**config.mk**
```make
export PLATFORM = sky130hd
export DESIGN_NAME = acc_main_perm
export DESIGN_NICKNAME = d
export VERILOG_FILES = /design/src/rtl/acc_perm_pkg.sv /design/src/rtl/acc_main_perm.sv
export SDC_FILE = /design/constraint.sdc
export NUM_CORES = 1
export LEC_CHECK = 0
export ABC_AREA = 1
export BUFFER_PORTS_ARGS = -buffer_cell sky130_fd_sc_hd__buf_2
export CAP_MARGIN = 0
export CORE_AREA = 2 2 39 41
export DETAILED_ROUTE_END_ITERATION = 7
export DIE_AREA = 0 0 41 43
export PLACE_DENSITY_LB_ADDON = 0.1
export SLEW_MARGIN = 20
export SYNTH_ARGS = -nofsm -noshare
export SYNTH_HDL_FRONTEND = slang
export SYNTH_SLANG_ARGS = --single-unit
```
**constraint.sdc**
```tcl
create_clock -name vclk -period 0.8
set_input_delay 0.08 -clock vclk [all_inputs]
set_output_delay 0.08 -clock vclk [all_outputs]
set_load 0.02 [all_outputs]
```
**src/rtl/acc_perm_pkg.sv**
```systemverilog
package acc_perm_pkg;

    typedef enum logic [1:0] {
        NP_NONE = 2'd0,
        NP_DATA = 2'd1,
        NP_RSEL = 2'd2
    } nack_pt_e;

    localparam logic [1:0] FLD_RW     = 2'b11;
    localparam int         SIDE_OFS_W = 5;
    localparam logic [4:0] SIDE_FIXED_LAST = 5'd8;
    localparam logic [4:0] SIDE_RO_A  = 5'd14;
    localparam logic [4:0] SIDE_RO_B  = 5'd15;

endpackage

```
**src/rtl/acc_main_perm.sv**
```systemverilog
module acc_main_perm
    import acc_perm_pkg::*;
#(
    parameter int NUM_BLOCKS  = 8,
    parameter int BLOCK_BYTES = 128,
    parameter int PAGE_BYTES  = 16
) (
    input  logic [$clog2(NUM_BLOCKS)+$clog2(BLOCK_BYTES/PAGE_BYTES)-1:0] blkpg,
    input  logic                                     wp,
    input  logic [2*NUM_BLOCKS-1:0]                  blk_fields,
    input  logic [BLOCK_BYTES/PAGE_BYTES-1:0]        b0_page_wen,
    output logic                                     rd_ok,
    output logic                                     wr_ok
);
    localparam int BLK_W      = $clog2(NUM_BLOCKS);
    localparam int PG_PER_BLK = BLOCK_BYTES / PAGE_BYTES;
    localparam int PG_W       = $clog2(PG_PER_BLK);

    logic [BLK_W-1:0]      blk;
    logic [PG_W-1:0]       page;
    logic [1:0]            fld     [NUM_BLOCKS];
    logic [NUM_BLOCKS-1:0] blk_rd;
    logic [NUM_BLOCKS-1:0] blk_wr;

    assign blk  = blkpg[BLK_W+PG_W-1 -: BLK_W];
    assign page = blkpg[PG_W-1:0];

    // Per-block decode; only block 0 carries page-level write gating.
    for (genvar g = 0; g < NUM_BLOCKS; g++) begin : g_blk
        assign fld[g]    = blk_fields[2*g +: 2];
        assign blk_rd[g] = fld[g][1];
        if (g == 0) begin : g_paged
            assign blk_wr[g] = (fld[g] == FLD_RW) && b0_page_wen[page];
        end else begin : g_plain
            assign blk_wr[g] = (fld[g] == FLD_RW);
        end
    end

    assign rd_ok = blk_rd[blk];
    assign wr_ok = !wp && blk_wr[blk];

endmodule

```
==> metrics.csv <==
metric;value;unit
status;complete, but fails checks;
violations;setup timing;
ir_drop;0.192;mV
p_leak;0.329;nW
slew_viol_final;0;
crit_top_cell;nand2_1;
clock.fmax;1.01;GHz
antennaDiodeCount;0;
dr.first_iter.drc_count;3;
start_kind;input pin;
drv_cap;0;
io_pins;33;
rows;14;
cp_max_fo;5;
crit_path_end_kind;output pin;
multi_input_area;275;um2
via_per_inst;4.43;
ys_seq_area_share;0;%
core_region_area;1380;um2
post-dp-hpwl;842;um
grt_max_degree;8;
vias;474;
initial_core_util;20.0;%
synth_top_area_share;25.8;%
hold_violations;0;
regArea;0;um2
cellPowerDensity;519;nW/um2
cp.required;720;ps
syn_to_final_growth;113;%
grt_pass1_vias;441;
hold_buffers;0;
synth.avg_cell_area;5.12;um2
hold_depth;4;
slowest_stage;a21oi_4;
nNetsFinal;124;
fin_ws;-193;ps
crit_arrival;910;ps
gr-total-overflow;0;
firstDrtPassIters;2;
antenna_found_initial;0;
netlist_instances;54;
grt_setup_unrepaired;true;
fin_crit;993;ps
criticalPathCategory;in2out;
syn-cell-area;277;um2
max_stage_delay;140;ps
die_y;43;um
syn_nets;85;
final_area;588;um2
path_cells;buf_12, inv_8, nand2_2, nand3_2, nand3_1, nand2_1, nand2_1, nand2_1, nand2_2, a21oi_4, buf_6;
port_buffers;33;
grt_pass1_wl;1640;um
place_area;488;um2
seq_cell_count;0;
worst-path-stages;11;
gp_congestion;0.724;
tns;-334;ps
antenna_left;0;
die_w;41;um
clockBufferCount;0;
dieArea;1760;um2
setup_violations;2;
worstMarginPinSlew;210;ps
grt_use_total;12.3;%
drive_gt1_share;61.5;%
routed_wirelength;995;um
cpLargestDelayFamily;simple AND/OR/NAND/NOR gates;
synth.area.top_cells;nand2_1, nand3_1, a21oi_1, inv_1, buf_6;
synth_area_leader_cell;nand2_1;
hp-class;in2out;
drcViolationCount;0;
finalCritPeriodShare;124;%
critical_path_buf_inv_count;3;
yosysWarningCount;0;
wl_per_cell;9.30;um
slew_headroom;85.9;%
n_fill_cell;154;
ys_types;16;
-- worst paths after layout --
kind / start / to / slack (ps)
hold / removal: wp / wr_ok / 500
setup / recovery: blkpg[0] / wr_ok / -190
-- cell usage in the layout (no fill, tap or decap), drive strengths merged --
master / count
buf: 38
nand2: 20
a21oi: 5
o31ai: 1
nand3: 15
a32o: 1
o21ai: 1
a21o: 1
inv: 8
nor2: 1
-- cell type report --
| type | count | area share [%] |
|---|---|---|
| multi-input combinational | 45 | 46.8 |
| timing repair buffer | 38 | 41.7 |
| inverter | 8 | 8.09 |
| tap | 16 | 3.40 |
-- metrics by stage --
| stage | total power [mW] | hold WS, ps | utilization [%] | std cells | setup slack (ps) |
|---|---|---|---|---|---|
| final | 0.305 | 503 | 42.5 | 107 | -193 |
| after global routing | 0.338 | 522 | 42.5 | 107 | -286 |
| after CTS | 0.284 | 510 | 39.3 | 107 | -192 |
| after detailed placement | 0.244 | 528 | 35.3 | 106 | -281 |
| after global placement | 0.245 | 527 | 35.3 | 106 | -280 |
| after floorplan | 0.124 | 313 | - | 54 | -53.2 |
-- timing repair --
item	in CTS	in global routing
buffers inserted	1	0
pin swaps	6	8
resized for setup	15	13
endpoints found under the setup margin	2	2
-- kinds of logic (layout without fill, tap and decap cells) --
kind of cell    after synthesis  after routing  synth area share, %
compound gates                9              9                 21.3
buf+inv                       9             46                 17.6
simple gates                 36             36                 61.1
-- report_power, final --
part	switching, mW	total [mW]	internal [mW]
registers	0	0	0
clock network	0	0	0
logic	0.143	0.305	0.162
-- worst min-delay path: cells and delay by family --
kind            cells  cell delay (ps)
compound gates      2              150
buf+inv             2              190
-- synthesized netlist by cell type (all sizes together) --
library cell and instances:
o31ai 1, nor2 1, inv 8, nand3 15
o21ai 1, a32o 1, a21o 1, nand2 20
buf 1, a21oi 5
-- metal layers --
metal / wire, um / GRT usage [%]
met1: 415 / 16.1
met2: 491 / 22.2
met3: 88 / 0.524
met4: 0 / 0
met5: 0 / 0
Power figures use the tool's default switching activity.
